<file path="src/rtl/bcc_pkg.sv">
package bcc_pkg;
  typedef enum logic [2:0] {
    ST_IDLE,  // no cycle
    ST_ADR,   // address state, strobe low
    ST_DAT,   // data state, ready sampled
    ST_PDAT,  // first data state of a pipelined cycle, ready ignored
    ST_OVL,   // data state with next address strobed
    ST_OWT    // data state waiting, next address already out
  } bus_st_e;
endpackage

</file>
<file path="src/rtl/bcc_fsm.sv">
module bcc_fsm
  import bcc_pkg::*;
(
  input  logic    clk_i,
  input  logic    rst_ni,
  input  logic    req_valid_i,
  input  logic    rdy_i,
  input  logic    na_i,
  input  logic    d_wr_i,
  output bus_st_e st_o,
  output logic    req_ready_o,
  output logic    load_a_o,
  output logic    load_d_o,
  output logic    done_o,
  output logic    ads_o,
  output logic    drive_o
);
  bus_st_e st_q, st_d;
  logic    data_st;

  assign data_st = (st_q == ST_DAT) || (st_q == ST_OVL) || (st_q == ST_OWT);
  assign done_o  = data_st && rdy_i;
  assign ads_o   = (st_q == ST_ADR) || (st_q == ST_OVL);
  assign drive_o = d_wr_i && (data_st || st_q == ST_PDAT);

  always_comb begin
    req_ready_o = 1'b0;
    unique case (st_q)
      ST_IDLE: req_ready_o = 1'b1;
      ST_DAT:  req_ready_o = rdy_i || na_i;
      ST_PDAT: req_ready_o = na_i;
      default: req_ready_o = 1'b0;
    endcase
  end

  assign load_a_o = req_ready_o && req_valid_i;
  assign load_d_o = (st_q == ST_ADR) || (((st_q == ST_OVL) || (st_q == ST_OWT)) && rdy_i);

  always_comb begin
    st_d = st_q;
    unique case (st_q)
      ST_IDLE: if (req_valid_i) st_d = ST_ADR;
      ST_ADR:  st_d = ST_DAT;
      ST_DAT: begin
        if (rdy_i)                   st_d = req_valid_i ? ST_ADR : ST_IDLE;
        else if (na_i && req_valid_i) st_d = ST_OVL;
      end
      ST_PDAT: st_d = (na_i && req_valid_i) ? ST_OVL : ST_DAT;
      ST_OVL:  st_d = rdy_i ? ST_PDAT : ST_OWT;
      ST_OWT:  if (rdy_i) st_d = ST_PDAT;
      default: st_d = ST_IDLE;
    endcase
  end

  always_ff @(posedge clk_i or negedge rst_ni) begin
    if (!rst_ni) st_q <= ST_IDLE;
    else         st_q <= st_d;
  end

  assign st_o = st_q;


  adr_then_dat_chk: assert property (@(posedge clk_i) disable iff (!rst_ni)
    (st_q == ST_ADR) |=> (st_q == ST_DAT));

  ads_single_chk: assert property (@(posedge clk_i) disable iff (!rst_ni)
    ads_o |=> !ads_o);

  wait_repeat_chk: assert property (@(posedge clk_i) disable iff (!rst_ni)
    (st_q == ST_DAT && !rdy_i && !(na_i && req_valid_i)) |=> (st_q == ST_DAT));

  pdat_ign_rdy_chk: assert property (@(posedge clk_i) disable iff (!rst_ni)
    (st_q == ST_PDAT && !(na_i && req_valid_i)) |=> (st_q == ST_DAT));
endmodule

</file>
<file path="src/rtl/bcc_regs.sv">
module bcc_regs #(
  parameter int AW = 30,
  parameter int DW = 32,
  parameter int BW = DW / 8
) (
  input  logic          clk_i,
  input  logic          rst_ni,
  input  logic          load_a_i,
  input  logic          load_d_i,
  input  logic [AW-1:0] req_addr_i,
  input  logic [BW-1:0] req_be_i,
  input  logic          req_wr_i,
  input  logic          req_dc_i,
  input  logic          req_mio_i,
  input  logic [DW-1:0] req_wdata_i,
  output logic [AW-1:0] a_addr_o,
  output logic [BW-1:0] a_be_o,
  output logic          a_wr_o,
  output logic          a_dc_o,
  output logic          a_mio_o,
  output logic          d_wr_o,
  output logic [DW-1:0] d_wdata_o
);
  logic [DW-1:0] a_wdata_q;

  // address-side copy: last strobed cycle
  always_ff @(posedge clk_i or negedge rst_ni) begin
    if (!rst_ni) begin
      a_addr_o  <= '0;
      a_be_o    <= '0;
      a_wr_o    <= 1'b0;
      a_dc_o    <= 1'b0;
      a_mio_o   <= 1'b0;
      a_wdata_q <= '0;
    end else if (load_a_i) begin
      a_addr_o  <= req_addr_i;
      a_be_o    <= req_be_i;
      a_wr_o    <= req_wr_i;
      a_dc_o    <= req_dc_i;
      a_mio_o   <= req_mio_i;
      a_wdata_q <= req_wdata_i;
    end
  end

  // data-side copy: cycle currently in its data phase
  always_ff @(posedge clk_i or negedge rst_ni) begin
    if (!rst_ni) begin
      d_wr_o    <= 1'b0;
      d_wdata_o <= '0;
    end else if (load_d_i) begin
      d_wr_o    <= a_wr_o;
      d_wdata_o <= a_wdata_q;
    end
  end
endmodule

</file>
<file path="src/rtl/bcc_rsp.sv">
module bcc_rsp #(
  parameter int DW = 32
) (
  input  logic          clk_i,
  input  logic          rst_ni,
  input  logic          done_i,
  input  logic          d_wr_i,
  input  logic [DW-1:0] bus_data_i,
  output logic          rsp_valid_o,
  output logic [DW-1:0] rsp_rdata_o
);
  always_ff @(posedge clk_i or negedge rst_ni) begin
    if (!rst_ni) begin
      rsp_valid_o <= 1'b0;
      rsp_rdata_o <= '0;
    end else begin
      rsp_valid_o <= done_i;
      if (done_i && !d_wr_i) rsp_rdata_o <= bus_data_i;
    end
  end
endmodule

</file>
<file path="src/rtl/bus_cycle_ctrl.sv">
module bus_cycle_ctrl
  import bcc_pkg::*;
#(
  parameter int AW = 30,
  parameter int DW = 32,
  localparam int BW = DW / 8
) (
  input  logic          clk_i,
  input  logic          rst_ni,
  input  logic          req_valid_i,
  output logic          req_ready_o,
  input  logic [AW-1:0] req_addr_i,
  input  logic [BW-1:0] req_be_i,
  input  logic          req_wr_i,
  input  logic          req_dc_i,
  input  logic          req_mio_i,
  input  logic [DW-1:0] req_wdata_i,
  output logic          rsp_valid_o,
  output logic [DW-1:0] rsp_rdata_o,
  output logic [AW-1:0] bus_addr_o,
  output logic [BW-1:0] bus_be_o,
  output logic          bus_wr_o,
  output logic          bus_dc_o,
  output logic          bus_mio_o,
  output logic          bus_ads_n_o,
  input  logic          bus_ready_ni,
  input  logic          bus_na_ni,
  input  logic [DW-1:0] bus_data_i,
  output logic [DW-1:0] bus_data_o,
  output logic          bus_data_oe_o
);
  bus_st_e st;
  logic    load_a, load_d, done, ads, drive, d_wr;

  bcc_fsm u_fsm (
    .clk_i       (clk_i),
    .rst_ni      (rst_ni),
    .req_valid_i (req_valid_i),
    .rdy_i       (!bus_ready_ni),
    .na_i        (!bus_na_ni),
    .d_wr_i      (d_wr),
    .st_o        (st),
    .req_ready_o (req_ready_o),
    .load_a_o    (load_a),
    .load_d_o    (load_d),
    .done_o      (done),
    .ads_o       (ads),
    .drive_o     (drive)
  );

  bcc_regs #(.AW(AW), .DW(DW), .BW(BW)) u_regs (
    .clk_i       (clk_i),
    .rst_ni      (rst_ni),
    .load_a_i    (load_a),
    .load_d_i    (load_d),
    .req_addr_i  (req_addr_i),
    .req_be_i    (req_be_i),
    .req_wr_i    (req_wr_i),
    .req_dc_i    (req_dc_i),
    .req_mio_i   (req_mio_i),
    .req_wdata_i (req_wdata_i),
    .a_addr_o    (bus_addr_o),
    .a_be_o      (bus_be_o),
    .a_wr_o      (bus_wr_o),
    .a_dc_o      (bus_dc_o),
    .a_mio_o     (bus_mio_o),
    .d_wr_o      (d_wr),
    .d_wdata_o   (bus_data_o)
  );

  bcc_rsp #(.DW(DW)) u_rsp (
    .clk_i       (clk_i),
    .rst_ni      (rst_ni),
    .done_i      (done),
    .d_wr_i      (d_wr),
    .bus_data_i  (bus_data_i),
    .rsp_valid_o (rsp_valid_o),
    .rsp_rdata_o (rsp_rdata_o)
  );

  assign bus_ads_n_o   = !ads;
  assign bus_data_oe_o = drive;


  addr_hold_chk: assert property (@(posedge clk_i) disable iff (!rst_ni)
    (st == ST_ADR || (st == ST_DAT && bus_ready_ni && !(!bus_na_ni && req_valid_i)))
    |=> ($stable(bus_addr_o) && $stable(bus_be_o) && $stable({bus_wr_o, bus_dc_o, bus_mio_o})));

  done_rsp_chk: assert property (@(posedge clk_i) disable iff (!rst_ni)
    done |=> rsp_valid_o);

  pipe_strobe_chk: assert property (@(posedge clk_i) disable iff (!rst_ni)
    ((st == ST_DAT || st == ST_PDAT) && !bus_na_ni && req_valid_i && !(st == ST_DAT && !bus_ready_ni))
    |=> (!bus_ads_n_o && st == ST_OVL));

  oe_release_chk: assert property (@(posedge clk_i) disable iff (!rst_ni)
    (st == ST_DAT && !bus_ready_ni && !req_valid_i) |=> !bus_data_oe_o);
endmodule

</file>
<file path="config.mk">
export PLATFORM = sky130hd
export DESIGN_NAME = bus_cycle_ctrl
export DESIGN_NICKNAME = d
export VERILOG_FILES = /design/src/rtl/bcc_pkg.sv /design/src/rtl/bcc_fsm.sv /design/src/rtl/bcc_regs.sv /design/src/rtl/bcc_rsp.sv /design/src/rtl/bus_cycle_ctrl.sv
export SDC_FILE = /design/constraint.sdc
export NUM_CORES = 1
export LEC_CHECK = 0
export ABC_AREA = 1
export BUFFER_PORTS_ARGS = -buffer_cell sky130_fd_sc_hd__buf_2
export CAP_MARGIN = 20
export CELL_PAD_IN_SITES_DETAIL_PLACEMENT = 0
export CELL_PAD_IN_SITES_GLOBAL_PLACEMENT = 1
export CORE_MARGIN = 3
export CORE_UTILIZATION = 32
export CTS_CLUSTER_DIAMETER = 40
export DETAILED_ROUTE_END_ITERATION = 8
export HOLD_SLACK_MARGIN = 0.1
export PLACE_DENSITY = 0.87
export SYNTH_ARGS = -nofsm -noshare
export SYNTH_HDL_FRONTEND = slang
export SYNTH_SLANG_ARGS = --single-unit
export TNS_END_PERCENT = 20
</file>
<file path="constraint.sdc">
create_clock -name clk_i -period 1.4 [get_ports clk_i]
set_clock_uncertainty 0.05 [all_clocks]
set_input_delay 0.28 -clock clk_i [delete_from_list [all_inputs] [get_ports clk_i]]
set_output_delay 0.28 -clock clk_i [all_outputs]
set_load 0.02 [all_outputs]
</file>
After elaboration in Yosys (flattened, before gate mapping)
Index checks and enable logic that the tools add are counted.
- word-level logic and storage cells: 47
- register bits: 138
- input port bits: 106
- multiplexer cells: 9
- equality and inequality tests: 8
- reductions and logical operators: 19
- operators with widths (operator ; number):
    3-bit two-way mux ; 6
    3-bit one-hot mux with 6 select lines ; 1
    1-bit logical OR ; 7
    3-bit by 2-bit == test with 1-bit output, second input constant ; 2
    3-bit == test, second input constant ; 2
    1-bit logical AND ; 6
    1-bit zero test ; 4
    2-bit != test, second input constant ; 2
    3-bit by 1-bit == test with 1-bit output, second input constant ; 1
    3-bit zero test ; 1
    3-bit != test, second input constant ; 1
    1-bit one-hot mux with 3 select lines ; 1
    3-bit AND reduction ; 1
    1-bit two-way mux ; 1

Longest topological paths before layout
- word-level depth: 5
- gate-level depth with buffers: 9
- depth with buffers taken out: 7

Hierarchy
From an unflattened synthesis, not the netlist that was laid out.
- cell total of the unflattened synthesis: 636
- area total of the unflattened synthesis: 5614.1 um2
- by module, submodules not included (module ; times used ; seq. area each (um2) ; area an instance (um2) ; cells each):
    bcc_regs ; 1 ; 2552.4 ; 3844.9 ; 432
    bcc_rsp ; 1 ; 825.8 ; 1395.1 ; 141
    bcc_fsm ; 1 ; 75.1 ; 362.8 ; 60
    bus_cycle_ctrl ; 1 ; 0.0 ; 11.3 ; 3

Least setup slack after synthesis
No wires, ideal clock.
- kind: flip-flop to output port
- start point: register u_fsm.st_q[0] (netlist: u_fsm.st_o[0])
- end point: output port req_ready_o
- path slack: -245 ps
- data arrival time: 1315 ps
- stages on the path, launching flop included: 5
- path through: dfrtp_1 > buf_2 > o21ai_2 > clkbuf_1 > and2_1
- word-level cells in the longest chain between the ends: 2
- elaborated cells between the ends (all ways): 4
- ends and longest elaborated chain (what ; RTL line ; source):
    from (decl) ; bcc_fsm.sv:18 ; bus_st_e st_q, st_d;
    from (signal assigned) ; bcc_fsm.sv:57 ; else st_q <= st_d;
    3-bit by 2-bit == test with 1-bit output or 3-bit zero test (tied branches) ; bcc_fsm.sv:28 ; unique case (st_q)
    1-bit one-hot mux with 3 select lines * ; bcc_fsm.sv:28 ;
    to (decl) ; bus_cycle_ctrl.sv:11 ; output logic req_ready_o,
Mark *: on every way between the ends. The rest lies on a longest branch, timed or not.

Worst setup path in the final report
- start point: register u_fsm.st_q[1] (netlist: u_fsm.st_o[1])
- end point: output port req_ready_o
The elaborated chain is that of the path after synthesis.

==> summary.md <==
| Metric | Value |
|---|---|
| Run status | `complete, but fails checks` |
| Failing checks | `negative setup slack` |
| CP arrival | `1390 ps` |
| Rows | `48` |
| CTS sink count | `138` |
| Synth Cell Area | `0.00573 mm^2` |
| First-pass GRT wire length | `31.4 mm` |
| Core area | `0.0174 mm^2` |
| Gr usage total | `19.8%` |
| CP required | `1070 ps` |
| Largest net degree at the start of global routing | `54` |
| Slew @ Worst Pin | `394 ps` |
| Initial Util | `32.9%` |
| Routed wire per std cell | `16.1 um` |
| Yosys reg bits | `138` |
| Synth top area share | `60.2%` |
| Max Cap Viol | `0` |
| Routed vias | `5943` |
| Cells after DPL | `1066` |
| Vias in the first global route | `5966` |
| Cell with the most instances after synthesis | `nand2_1` |
| Fin. max-slew vios | `0` |
| Slowest cell delay on critical path | `400 ps` |
| Area after DPL | `0.00729 mm^2` |
| Headroom to the max-slew limit | `73.7%` |
| Yosys warnings | `0` |
| Clock-pin slew on the worst setup and hold paths | `60 ps` |
| Final hold viol count | `0` |
| Number of vias per cell | `4.89` |
| H-tree levels | `4` |
| Cells after synthesis | `645` |
| Period Utilization, post-route | `123%` |
| Mapped Nets | `751` |
| 1st-iter DRT viols | `381` |
| Clock buffer depth | `2` |
| Remaining Overflow, GRT | `0` |
| Power per cell area | `2390 mW/mm^2` |
| I/O Buffers | `210` |
| DRT Wirelength | `19.5 mm` |
| Worst-skew pair later-pin latency | `410 ps` |
| Layout Area Growth over Synthesis | `62.7%` |
| Post-synth top area cell | `dfrtp_1` |
| Layout cell share with drive strength beyond 1 | `32.5%` |
| Root Driver | `clkbuf_16` |
| Top cells by area, synth | `dfrtp_1 60%, nand2_1 19%, nand4_1 11%` |
| Top cells by instance count after synthesis | `288 x nand2_1, 138 x dfrtp_1, 102 x nand4_1` |
| Crit. End Element | `primary output` |
| Die Height | `140 um` |
| FFs w/ async S/R, synth | `100%` |
| Final setup viols | `102` |
| Distinct cells, synth | `20` |
| DIE WIDTH | `140 um` |
| Leak pwr | `4.99 nW` |
| DRC Markers | `0` |
| DRT Pass-1 Iters | `4` |
| Crit-path max FO | `4` |
| I/O pin count | `211` |
| # diodes | `0` |
| Critical path cell sequence | `inv_2, nand2_2, nand2_2, o21ai_4, and2_4, buf_6` |
| Antenna Nets Post-Route | `0` |
| Initial antenna violation count | `0` |
| Startpoint Class | `register` |
| Die area | `0.0196 mm^2` |
| Final HPWL DP | `11.7 mm` |
| CTS tree | `done` |
| Max Freq | `583 MHz` |
| Final #Nets | `1085` |
| Top_reg_cell synth | `dfrtp_1` |
| Crit path kind | `reg -> out` |
| Most frequent cell on the critical path | `nand2_2` |
| GP Congestion | `0.826` |
| Final Instance Area | `0.00932 mm^2` |
| Fill cell count | `1591` |
| Slowest cell on crit path | `dfrtp_1` |
| Peak VDD IR | `1.19 mV` |
| Synth Area per Inst | `8.89 um^2` |
| Post-route setup slack | `-316 ps` |
| Post-synthesis sequential area ratio | `60.2%` |
| Hold WC Path Type | `in -> reg` |
| RSZ-0062 raised after global routing | `yes` |
| EDFF count, synth | `0` |
| Finished Layout Cells | `1216` |
| Fin crit period | `1720 ps` |
| Cts bufs inserted | `17` |
==> metal layers <==
metal	up-vias	share of wire, %	global-route usage [%]
met5	-	0	0
met4	0	1.9	5.81
met3	29	7.0	5.36
met2	251	47	32.7
met1	2818	44	25.7
li1	2845	-	-
==> through the flow <==
stage / power, W / utilization, % / setup TNS (ps) / hold slack (ps) / worst slack, ps
detailed placement: 0.0163 / 41.9 / -1320 / 173 / -40.6
finish: 0.0223 / 53.5 / -15640 / 153 / -316
floorplan: 0.0127 / - / 0 / -65.6 / 2.70
CTS: 0.0222 / 53.1 / -21290 / 111 / -362
global placement: 0.0160 / 41.9 / -35.9 / 169 / -19.2
global route: 0.0238 / 53.5 / -24770 / 156 / -398
==> worst max-delay path: cells and delay by family (launching register included) <==
| family | cells | cell delay [ps] |
|---|---|---|
| flip-flops | 1 | 400 |
| AND/OR/NAND/NOR | 3 | 290 |
| buffers and inverters | 2 | 220 |
| AO/OA/AOI/OAI | 1 | 60 |
==> layout make-up <==
cell class	instances	area, um^2	share of cell area (%)
clock inverter	11	145	1.56
multi-input combinational	447	2120	22.8
tap	225	282	3.02
timing repair buffer	368	2820	30.3
inverter	7	28.8	0.309
clock buffer	20	467	5.01
sequential	138	3460	37.1
==> cells by family after synthesis <==
family	count (synthesis)	share of synthesized area, %
AOI/OAI and AO/OA	8	0.808
buffers and inverters	60	4.47
DFF	138	60.2
and+or+nand+nor	439	34.5
==> sequential cells by signal, summed over array words and instances, names as in the netlist <==
signal / count
u_regs.a_wr_o: 1
u_regs.a_mio_o: 1
u_regs.a_wdata_q: 32
u_regs.a_be_o: 4
u_rsp.rsp_valid_o: 1
u_regs.d_wr_o: 1
u_rsp.rsp_rdata_o: 32
u_fsm.st_o: 3
u_regs.a_addr_o: 30
u_regs.d_wdata_o: 32
u_regs.a_dc_o: 1
==> placed cells by master (no fill, tap or decap), types with 3 or more instances in the layout <==
master / n
nand4_1: 102
clkbuf_8: 3
bufinv_16: 3
buf_6: 15
buf_16: 5
nand3_1: 36
a21oi_1: 3
nand2_1: 279
clkinv_2: 3
clkinvlp_4: 3
dfrtp_1: 136
nor2_1: 4
buf_4: 27
nand2_2: 9
buf_2: 206
buf_12: 10
clkbuf_16: 19
inv_1: 3
dlygate4sd3_1: 103
nand3_4: 4
==> power breakdown <==
group,total (W),switching [W],internal (W)
clock,0.00463,0.00170,0.00293
sequential,0.00694,0.00105,0.00589
combinational,0.0107,0.00651,0.00417
==> worst paths after layout <==
kind	start	cells after the start	slack [ps]	end
max in group asynchronous	rst_ni	3	490	u_regs.d_wdata_o[23]
min reg2reg	u_regs.a_addr_o[5]	2	420	u_regs.a_addr_o[5]
min	bus_ready_ni	3	150	u_fsm.st_o[1]
max	u_fsm.st_o[1]	6	-320	req_ready_o
max reg2reg	u_fsm.st_o[0]	10	-280	u_regs.a_wdata_q[7]
min in group asynchronous	rst_ni	2	300	u_regs.a_wdata_q[18]
==> repair_timing <==
| action | CTS | global route |
|---|---|---|
| gates resized for setup | 35 | 8 |
| hold endpoints to repair | 240 | 0 |
| hold buffers | 103 | 0 |
| setup endpoints to repair | 86 | 140 |
| pin swaps | 6 | 6 |
| cloned | 3 | 2 |
| setup buffers | 12 | 1 |
Power figures use the tool's default switching activity.
